File: config.mk
export PLATFORM = sky130hd
export DESIGN_NAME = cond_status_regs
export DESIGN_NICKNAME = d
export VERILOG_FILES = /design/src/rtl/cfx_pkg.sv /design/src/rtl/cfx_compare.sv /design/src/rtl/cfx_cond_bank.sv /design/src/rtl/cfx_except_reg.sv /design/src/rtl/cond_status_regs.sv
export SDC_FILE = /design/constraint.sdc
export NUM_CORES = 1
export LEC_CHECK = 0
export ABC_AREA = 0
export BUFFER_PORTS_ARGS = -buffer_cell sky130_fd_sc_hd__buf_2
export CORE_AREA = 4 4 106 108
export CTS_BUF_LIST = sky130_fd_sc_hd__clkbuf_16
export CTS_CLUSTER_DIAMETER = 60
export DETAILED_ROUTE_END_ITERATION = 6
export DIE_AREA = 0 0 110 112
export GPL_ROUTABILITY_DRIVEN = 1
export PLACE_DENSITY = 0.83
export SLEW_MARGIN = 20
export SYNTH_ARGS = -nofsm -noshare
export SYNTH_HDL_FRONTEND = slang
export SYNTH_SLANG_ARGS = --single-unit
File: constraint.sdc
create_clock -name clk -period 6.3 [get_ports clk]
set_input_delay 0.63 -clock clk [delete_from_list [all_inputs] [get_ports clk]]
set_output_delay 0.63 -clock clk [all_outputs]
set_load 0.05 [all_outputs]
File: src/rtl/cfx_pkg.sv
package cfx_pkg;

    localparam int FIELD_W = 4;

    // one condition field, most significant bit first
    typedef struct packed {
        logic lt;
        logic gt;
        logic eq;
        logic so;
    } cfield_t;

    typedef enum logic {
        CMP_SIGNED   = 1'b0,
        CMP_UNSIGNED = 1'b1
    } cmp_mode_e;

endpackage

File: src/rtl/cfx_compare.sv
module cfx_compare
    import cfx_pkg::*;
#(
    parameter int OPND_W = 64
) (
    input  cmp_mode_e         mode,
    input  logic [OPND_W-1:0] opa,
    input  logic [OPND_W-1:0] opb,
    input  logic              so_in,
    output cfield_t           nib
);

    logic neg_a;
    logic zero_a;

    always_comb begin
        neg_a  = opa[OPND_W-1];
        zero_a = (opa == '0);
        nib.so = so_in;
        if (mode == CMP_SIGNED) begin
            nib.lt = neg_a;
            nib.eq = zero_a;
            nib.gt = !neg_a && !zero_a;
        end else begin
            nib.lt = (opa < opb);
            nib.eq = (opa == opb);
            nib.gt = (opa > opb);
        end
    end

endmodule

File: src/rtl/cfx_cond_bank.sv
module cfx_cond_bank
    import cfx_pkg::*;
#(
    parameter  int NUM_FIELDS = 8,
    localparam int WORD_W     = FIELD_W * NUM_FIELDS,
    localparam int BIT_IDX_W  = $clog2(WORD_W),
    localparam int FLD_IDX_W  = $clog2(NUM_FIELDS)
) (
    input  logic                 clk,
    input  logic                 rst_n,
    input  logic                 word_we,
    input  logic [WORD_W-1:0]    word_wd,
    input  logic                 bit_we,
    input  logic [BIT_IDX_W-1:0] bit_wr_idx,
    input  logic                 bit_wr_val,
    input  logic                 upd_en,
    input  logic [FLD_IDX_W-1:0] upd_fld,
    input  cfield_t              upd_nib,
    input  logic [BIT_IDX_W-1:0] bit_rd_idx,
    output logic                 bit_rd_val,
    output logic [WORD_W-1:0]    word_q
);

    typedef struct packed {
        logic [WORD_W-1:0] word;
    } bank_t;

    bank_t st_d, st_q;

    // absolute bit n lives at word position WORD_W-1-n
    logic [BIT_IDX_W-1:0] wr_pos;
    logic [BIT_IDX_W-1:0] rd_pos;

    assign wr_pos = BIT_IDX_W'(WORD_W - 1) - bit_wr_idx;
    assign rd_pos = BIT_IDX_W'(WORD_W - 1) - bit_rd_idx;

    always_comb begin
        st_d = st_q;
        if (word_we) begin
            st_d.word = word_wd;
        end
        if (bit_we) begin
            st_d.word[wr_pos] = bit_wr_val;
        end
        if (upd_en) begin
            for (int f = 0; f < NUM_FIELDS; f++) begin
                if (upd_fld == FLD_IDX_W'(f)) begin
                    st_d.word[WORD_W-1-FIELD_W*f -: FIELD_W] = upd_nib;
                end
            end
        end
    end

    always_ff @(posedge clk) begin
        if (!rst_n) begin
            st_q <= '0;
        end else begin
            st_q <= st_d;
        end
    end

    assign word_q     = st_q.word;
    assign bit_rd_val = st_q.word[rd_pos];

    for (genvar g = 0; g < NUM_FIELDS; g++) begin : g_fchk
        localparam int HI = WORD_W - 1 - FIELD_W * g;


        cmp_onehot_chk: assert property (@(posedge clk) disable iff (!rst_n)
            (upd_en && upd_fld == FLD_IDX_W'(g)) |=> $countones(word_q[HI -: 3]) == 1);


        cmp_prio_chk: assert property (@(posedge clk) disable iff (!rst_n)
            (upd_en && upd_fld == FLD_IDX_W'(g) && bit_we &&
             bit_wr_idx[BIT_IDX_W-1:2] == FLD_IDX_W'(g))
            |=> word_q[HI -: FIELD_W] == $past(upd_nib));


        field_hold_chk: assert property (@(posedge clk) disable iff (!rst_n)
            (!word_we && !(upd_en && upd_fld == FLD_IDX_W'(g)) &&
             !(bit_we && bit_wr_idx[BIT_IDX_W-1:2] == FLD_IDX_W'(g)))
            |=> $stable(word_q[HI -: FIELD_W]));
    end

endmodule

File: src/rtl/cfx_except_reg.sv
module cfx_except_reg #(
    parameter int CNT_W = 7
) (
    input  logic        clk,
    input  logic        rst_n,
    input  logic        wr_en,
    input  logic [31:0] wr_data,
    output logic        so_q,
    output logic [31:0] rd_data
);

    localparam int GAP_W = 29 - CNT_W;

    typedef struct packed {
        logic             so;
        logic             ov;
        logic             ca;
        logic [CNT_W-1:0] cnt;
    } xr_t;

    xr_t st_d, st_q;
    logic unused_mid;

    assign unused_mid = ^wr_data[28:CNT_W];

    always_comb begin
        st_d = st_q;
        if (wr_en) begin
            st_d.so  = wr_data[31];
            st_d.ov  = wr_data[30];
            st_d.ca  = wr_data[29];
            st_d.cnt = wr_data[CNT_W-1:0];
        end
    end

    always_ff @(posedge clk) begin
        if (!rst_n) begin
            st_q <= '0;
        end else begin
            st_q <= st_d;
        end
    end

    assign so_q    = st_q.so;
    assign rd_data = {st_q.so, st_q.ov, st_q.ca, {GAP_W{1'b0}}, st_q.cnt};


    xr_capture_chk: assert property (@(posedge clk) disable iff (!rst_n)
        wr_en |=> rd_data == {$past(wr_data[31:29]), {GAP_W{1'b0}}, $past(wr_data[CNT_W-1:0])});


    xr_hold_chk: assert property (@(posedge clk) disable iff (!rst_n)
        !wr_en |=> $stable(rd_data));

endmodule

File: src/rtl/cond_status_regs.sv
module cond_status_regs
    import cfx_pkg::*;
#(
    parameter  int NUM_FIELDS = 8,
    parameter  int OPND_W     = 64,
    parameter  int CNT_W      = 7,
    localparam int CR_W       = FIELD_W * NUM_FIELDS,
    localparam int BIT_IDX_W  = $clog2(CR_W),
    localparam int FLD_IDX_W  = $clog2(NUM_FIELDS)
) (
    input  logic                 clk,
    input  logic                 rst_n,
    input  logic                 cr_we,
    input  logic [CR_W-1:0]      cr_wdata,
    output logic [CR_W-1:0]      cr_rdata,
    input  logic                 xr_we,
    input  logic [31:0]          xr_wdata,
    output logic [31:0]          xr_rdata,
    input  logic                 bit_we,
    input  logic [BIT_IDX_W-1:0] bit_wr_idx,
    input  logic                 bit_wr_val,
    input  logic [BIT_IDX_W-1:0] bit_rd_idx,
    output logic                 bit_rd_val,
    input  logic                 cmp_en,
    input  logic                 cmp_unsigned,
    input  logic [FLD_IDX_W-1:0] cmp_field,
    input  logic [OPND_W-1:0]    cmp_a,
    input  logic [OPND_W-1:0]    cmp_b
);

    logic    so_cur;
    cfield_t upd_nib;

    cfx_compare #(.OPND_W(OPND_W)) u_cmp (
        .mode  (cmp_mode_e'(cmp_unsigned)),
        .opa   (cmp_a),
        .opb   (cmp_b),
        .so_in (so_cur),
        .nib   (upd_nib)
    );

    cfx_cond_bank #(.NUM_FIELDS(NUM_FIELDS)) u_bank (
        .clk        (clk),
        .rst_n      (rst_n),
        .word_we    (cr_we),
        .word_wd    (cr_wdata),
        .bit_we     (bit_we),
        .bit_wr_idx (bit_wr_idx),
        .bit_wr_val (bit_wr_val),
        .upd_en     (cmp_en),
        .upd_fld    (cmp_field),
        .upd_nib    (upd_nib),
        .bit_rd_idx (bit_rd_idx),
        .bit_rd_val (bit_rd_val),
        .word_q     (cr_rdata)
    );

    cfx_except_reg #(.CNT_W(CNT_W)) u_xr (
        .clk     (clk),
        .rst_n   (rst_n),
        .wr_en   (xr_we),
        .wr_data (xr_wdata),
        .so_q    (so_cur),
        .rd_data (xr_rdata)
    );

    for (genvar g = 0; g < NUM_FIELDS; g++) begin : g_sochk

        so_copy_chk: assert property (@(posedge clk) disable iff (!rst_n)
            (cmp_en && cmp_field == FLD_IDX_W'(g))
            |=> cr_rdata[CR_W - FIELD_W - FIELD_W*g] == $past(xr_rdata[31]));
    end

endmodule

# Yosys cells after proc, flatten, opt, wreduce, memory -nomap -nowiden
# Cells that the tools add are included.
# classes
n_lt_le_gt_ge,5
addsub,2
eq_ne,8
multipliers,0
div_mod_pow,0
bitwise,0
reduce_logical,6
shifts,0
mux,17
# op_table
cell,n
$mux W32,3
$eq A64 B64 Y1,1
$gt A64 B64 Y1,1
$logic_not A64 Y1,1
$lt A64 B64 Y1,1
$bwmux W32,1
$mux W4,8
$eq A3 B3 Y1 const B,4
$lt A5 B6 Y1 const B,2
$sub A5 B5 Y5 const A,2
$eq A3 B2 Y1 const B,2
$bmux W1 S5,1
$demux W1 S5,1
$ge A5 B1 Y1 const B,1
$eq A3 B1 Y1 const B,1
$logic_not A3 Y1,1
$mux W3,1
$logic_and A1 B1 Y1,2
$logic_not A1 Y1,2
$mux W1,2
# word_totals
in_bits,213
ramBits,0
latch_bits,0
regBits,42
romBits,0
output_inout_bits,65
n_memories,0
wordCells,43

# Longest topological paths before layout
# depth
word_depth,9
mapped_depth,10
ltp_nobuf,9

# Modules after synthesis
# From an unflattened synthesis, not the netlist that was laid out.
# unflattened
cells_unflattened,624
area_unflattened_um2,4794.6
# by_module_without_submodules
module,seq_area_each_um2,area_per_inst_um2,instances,cells_each
cfx_cond_bank,640.6,2464.9,1,318
cfx_compare,0.0,1779.2,1,251
cfx_except_reg,200.2,550.5,1,55

# Least setup slack after synthesis
# Ideal clock, no wire load.
# synth_timing
path_kind,in2out
from,input port bit_rd_idx[0]
to,output port bit_rd_val
path_buffers,1
slack_ps,3221
arrival_ps,2449
t_required_ps,5670
stages,4
cell_sequence,clkbuf_1 mux4_2 mux4_2 mux2_2
# synth_via
elab_chain_cells,3
# synth_lines
item,line,source
from (decl),cond_status_regs.sv:22,"input logic [BIT_IDX_W-1:0] bit_rd_idx,"
$sub A5 B5 Y5,cfx_cond_bank.sv:35,assign rd_pos = BIT_IDX_W'(WORD_W - 1) - bit_rd_idx;
$bmux W1 S5,cfx_cond_bank.sv:63,assign bit_rd_val = st_q.word[rd_pos];
$mux W1 (implied by the code),cfx_cond_bank.sv:63,
to (decl),cond_status_regs.sv:23,"output logic bit_rd_val,"
# No other way between the ends. The select of a mux whose other input is x is not followed.

# Final worst setup path
# layout_timing
from,input port cmp_a[42]
to,"register u_bank.st_q, in the netlist u_bank.word_q[14]"
# layout_via
elab_chain_cells,6
elab_cells_between_ends,7
cone_classes,order compare: 1; mux: 3; reduce/logical: 3
# layout_lines
item,line,source
from (decl),cond_status_regs.sv:27,"input logic [OPND_W-1:0] cmp_a,"
branches (longest 3 deep; another with $gt A64 B64 Y1),--,
$mux W3 *,cfx_compare.sv:20,if (mode == CMP_SIGNED) begin
$mux W4 *,cfx_cond_bank.sv:47,if (upd_fld == FLD_IDX_W'(f)) begin
$mux W32 *,cfx_cond_bank.sv:45,if (upd_en) begin
to (signal assigned),cfx_cond_bank.sv:58,st_q <= st_d;
to (decl),cfx_cond_bank.sv:28,"bank_t st_d, st_q;"
# Mark *: on every way between the ends.
# A chain may end at the register's enable or synchronous reset.

==> flow_metrics.tcl <==
set metrics [dict create \
    maxSlewHeadroom 0.3653 \
    reg2reg_depth 5 \
    min_delay_path_depth 2 \
    clk_latency_ns 0.28 \
    fp.dieH_um 112 \
    post-cts-setup-buffers 0 \
    outcome "completed" \
    cts_max_level 2 \
    grt_pass1_vias 4805 \
    hold_slack_ns 0.5160 \
    vias 5117 \
    start_util 0.4574 \
    wl_um 14870 \
    place.gp.congestion 0.9506 \
    crit_fanout 16 \
    max_freq_mhz 321.9 \
    ant_nets 0 \
    setup_viol 0 \
    numCtsBuffers 5 \
    ir_drop_v 0.0001130 \
    cts_tree "built" \
    core-area_um2 10230 \
    hold_buffers 0 \
    die_w_um 110 \
    critPathKind "primary input to register" \
    avgViaCountPerCell 5.415 \
    areaGrowthSynthToFinish_pct 27.49 \
    worstPathArrival_ns 3.33 \
    min_to "u_xr.rd_data[6]" \
    slowest_stage "or4_4" \
    drc_errors 0 \
    ys.flop_type "dfxtp_1" \
    drive_gt1_frac 0.3189 \
    final_net_count 1085 \
    ys_ff_latch 42 \
    finalCritPeriodShare 0.4931 \
    clk_transition_reported_paths_ns 0.07 \
    syn_inst 594 \
    dr.first_iter.drc_count 290 \
    hold_class "register to register" \
    antenna_found_initial 0 \
    port_buffers 233 \
    first_pass_iters 5 \
    leakagePower_nw 3.192 \
    synth.distinct_cells 45 \
    critical-path-top-delay-family "simple AND/OR/NAND/NOR gates" \
    fin_crit_ns 3.106 \
    worst_pin_slew_ns 0.9521 \
    diodes 0 \
    ys_warn_count 0 \
    netlist_area_um2 4679 \
    endpoint_kind "register" \
    drv_slew 0 \
    setup.reg_to_reg.worst_slack_ns 5.15 \
    wl_per_cell_um 15.74 \
    ioPinCount 278 \
    grt_use_total 0.2312 \
    r2r-start "u_bank.word_q[15]" \
    seq_area_frac_synth 0.1797 \
    final.setup_skew_ns 0.007995 \
    ctsResizeCount 0 \
    grt_pass1_wl_um 23030 \
    finalSetupTns_ns 0 \
    hold_viol 0 \
    worstPathCellList "buf_2, ha_1, nand4_1, or4_4, or4_4, o32ai_2, nor3_1, o211ai_2, a41o_1" \
    max-cap-violations 0 \
    critPathLaunchType "primary input" \
    reg2reg_to "u_bank.word_q[15]" \
    rsz0062_at_grt "false" \
    hp-start "u_xr.rd_data[6]" \
    dieArea_um2 12320 \
    async_flop_share 0 \
    slowest_delay_ns 0.58 \
    synth-edff-count 0 \
    grt_max_degree 51 \
    path_buf_inv 1 \
    overflow 0 \
    place_hpwl_um 12370 \
    avgSynthCellArea_um2 7.878 \
    powerDensity_nw_per_um2 158.3 \
    cts_root_buf "clkbuf_16" \
    cpMostUsedCell "or4_4" \
    clockBufferDepth 2 \
    cts.sinks 42 \
    core.rowCount 37 \
    cp_data_required_time_ns 6.53 \
]
==> registers in the layout (all words and copies together), names as in the netlist <==
signal and flops:
u_bank.word_q 32, u_xr.rd_data 9, u_xr.so_q 1
==> cell type report <==
type,instances,area (um^2)
clock buffers,5,125.1
clock inverters,3,16.27
fillers,964,4265
inverters,69,259.0
multi-input cells,457,3388
flip-flops and latches,42,840.8
well taps,136,170.2
repair buffers,233,1166
==> kinds of logic after synthesis <==
logic type | after synthesis | share of synthesized area
other | 1 | 0.0008014
DFF | 42 | 0.1797
buffers and inverters | 116 | 0.1131
AOI/OAI and AO/OA | 130 | 0.1743
muxes | 60 | 0.1553
adders and majority gates | 64 | 0.1711
and+or+nand+nor | 181 | 0.2056
==> metrics by stage <==
stage / std cells / worst slack (ns) / total power (W) / cell area, um^2 / utilization
finish: 945 / 3.194 / 0.0009442 / 5966 / 0.5831
global route: 945 / 3.021 / 0.0009981 / 5966 / 0.5831
CTS: 945 / 3.196 / 0.0009485 / 5966 / 0.5831
detailed placement: 937 / 2.923 / 0.0006934 / 5824 / 0.5693
global placement: 937 / 2.919 / 0.0006875 / 5824 / 0.5693
floorplan: 615 / 3.221 / 0.0005766 / 4758 / -
==> cell usage after synthesis, types with 2 or more instances <==
| library cell | n | share of area |
|---|---|---|
| a31oi_1 | 20 | 0.027 |
| o21ai_0 | 29 | 0.031 |
| dfxtp_1 | 42 | 0.18 |
| buf_4 | 23 | 0.037 |
| a221oi_1 | 4 | 0.0075 |
| mux2i_1 | 49 | 0.10 |
| inv_1 | 69 | 0.055 |
| nor2b_1 | 11 | 0.015 |
| and2_1 | 15 | 0.020 |
| nor3_1 | 7 | 0.0075 |
| or4_4 | 2 | 0.0048 |
| a311o_1 | 4 | 0.0086 |
| nand2_1 | 42 | 0.034 |
| nand2b_1 | 4 | 0.0053 |
| buf_1 | 2 | 0.0016 |
| nor3b_1 | 9 | 0.014 |
| nand3_1 | 12 | 0.013 |
| nand3b_1 | 5 | 0.0080 |
| a21o_1 | 2 | 0.0032 |
| clkbuf_1 | 21 | 0.017 |
| nor4_1 | 20 | 0.027 |
| a41o_1 | 8 | 0.017 |
| mux4_2 | 10 | 0.048 |
| a21oi_1 | 49 | 0.052 |
| ha_1 | 64 | 0.17 |
| nand4_1 | 15 | 0.020 |
| nor2_1 | 33 | 0.026 |
| o311ai_0 | 6 | 0.011 |
==> per-layer routing <==
layer,global-route usage,part of all wire,vias to the layer above
met2,0.3932,0.50,227
met3,0.03826,0.080,28
met5,0,0,-
li1,-,-,2550
met1,0.2953,0.40,2312
met4,0.06983,0.021,0
==> worst max path at each step <==
stage	start	end	slack [ns]	depth (start not counted)
after floorplan	bit_rd_idx[0]	bit_rd_val	3.22	4
after global placement	cmp_a[42]	u_bank.word_q[14]	2.92	9
after detailed placement	cmp_a[42]	u_bank.word_q[14]	2.92	9
after CTS	cmp_a[42]	u_bank.word_q[14]	3.20	9
after global routing	cmp_a[42]	u_bank.word_q[19]	3.02	9
final	cmp_a[42]	u_bank.word_q[14]	3.19	9
==> worst register-to-register path, stage by stage (launching register included) <==
cell and delay, ns:
dfxtp_1 0.32, mux2i_1 0.16, a21oi_1 0.06, a311o_1 0.35, nand2_1 0.07, a31oi_1 0.05
==> power breakdown <==
part	switching, W	internal [W]
clock	0.000109	0.000145
sequential	0.0000140	0.000284
combinational	0.000245	0.000147
==> cell usage in the layout, fill, tap and decap left out, types with 2 or more instances in the layout <==
| cell type | count |
|---|---|
| o311ai_0 | 6 |
| nor2_1 | 33 |
| nor3_1 | 7 |
| a21o_1 | 2 |
| ha_1 | 64 |
| or4_4 | 2 |
| conb_1 | 22 |
| nand2b_1 | 4 |
| dfxtp_1 | 42 |
| and2_1 | 15 |
| nand3b_1 | 5 |
| a221oi_1 | 4 |
| o21ai_0 | 29 |
| buf_2 | 233 |
| mux2i_1 | 49 |
| nand3_1 | 12 |
| a31oi_1 | 20 |
| nor4_1 | 20 |
| mux4_2 | 10 |
| a41o_1 | 8 |
| nor2b_1 | 11 |
| clkbuf_16 | 5 |
| inv_1 | 69 |
| nand2_1 | 42 |
| a21oi_1 | 49 |
| a311o_1 | 4 |
| nand4_1 | 15 |
| nor3b_1 | 9 |
No activity file was read; power rests on OpenSTA's default activity.
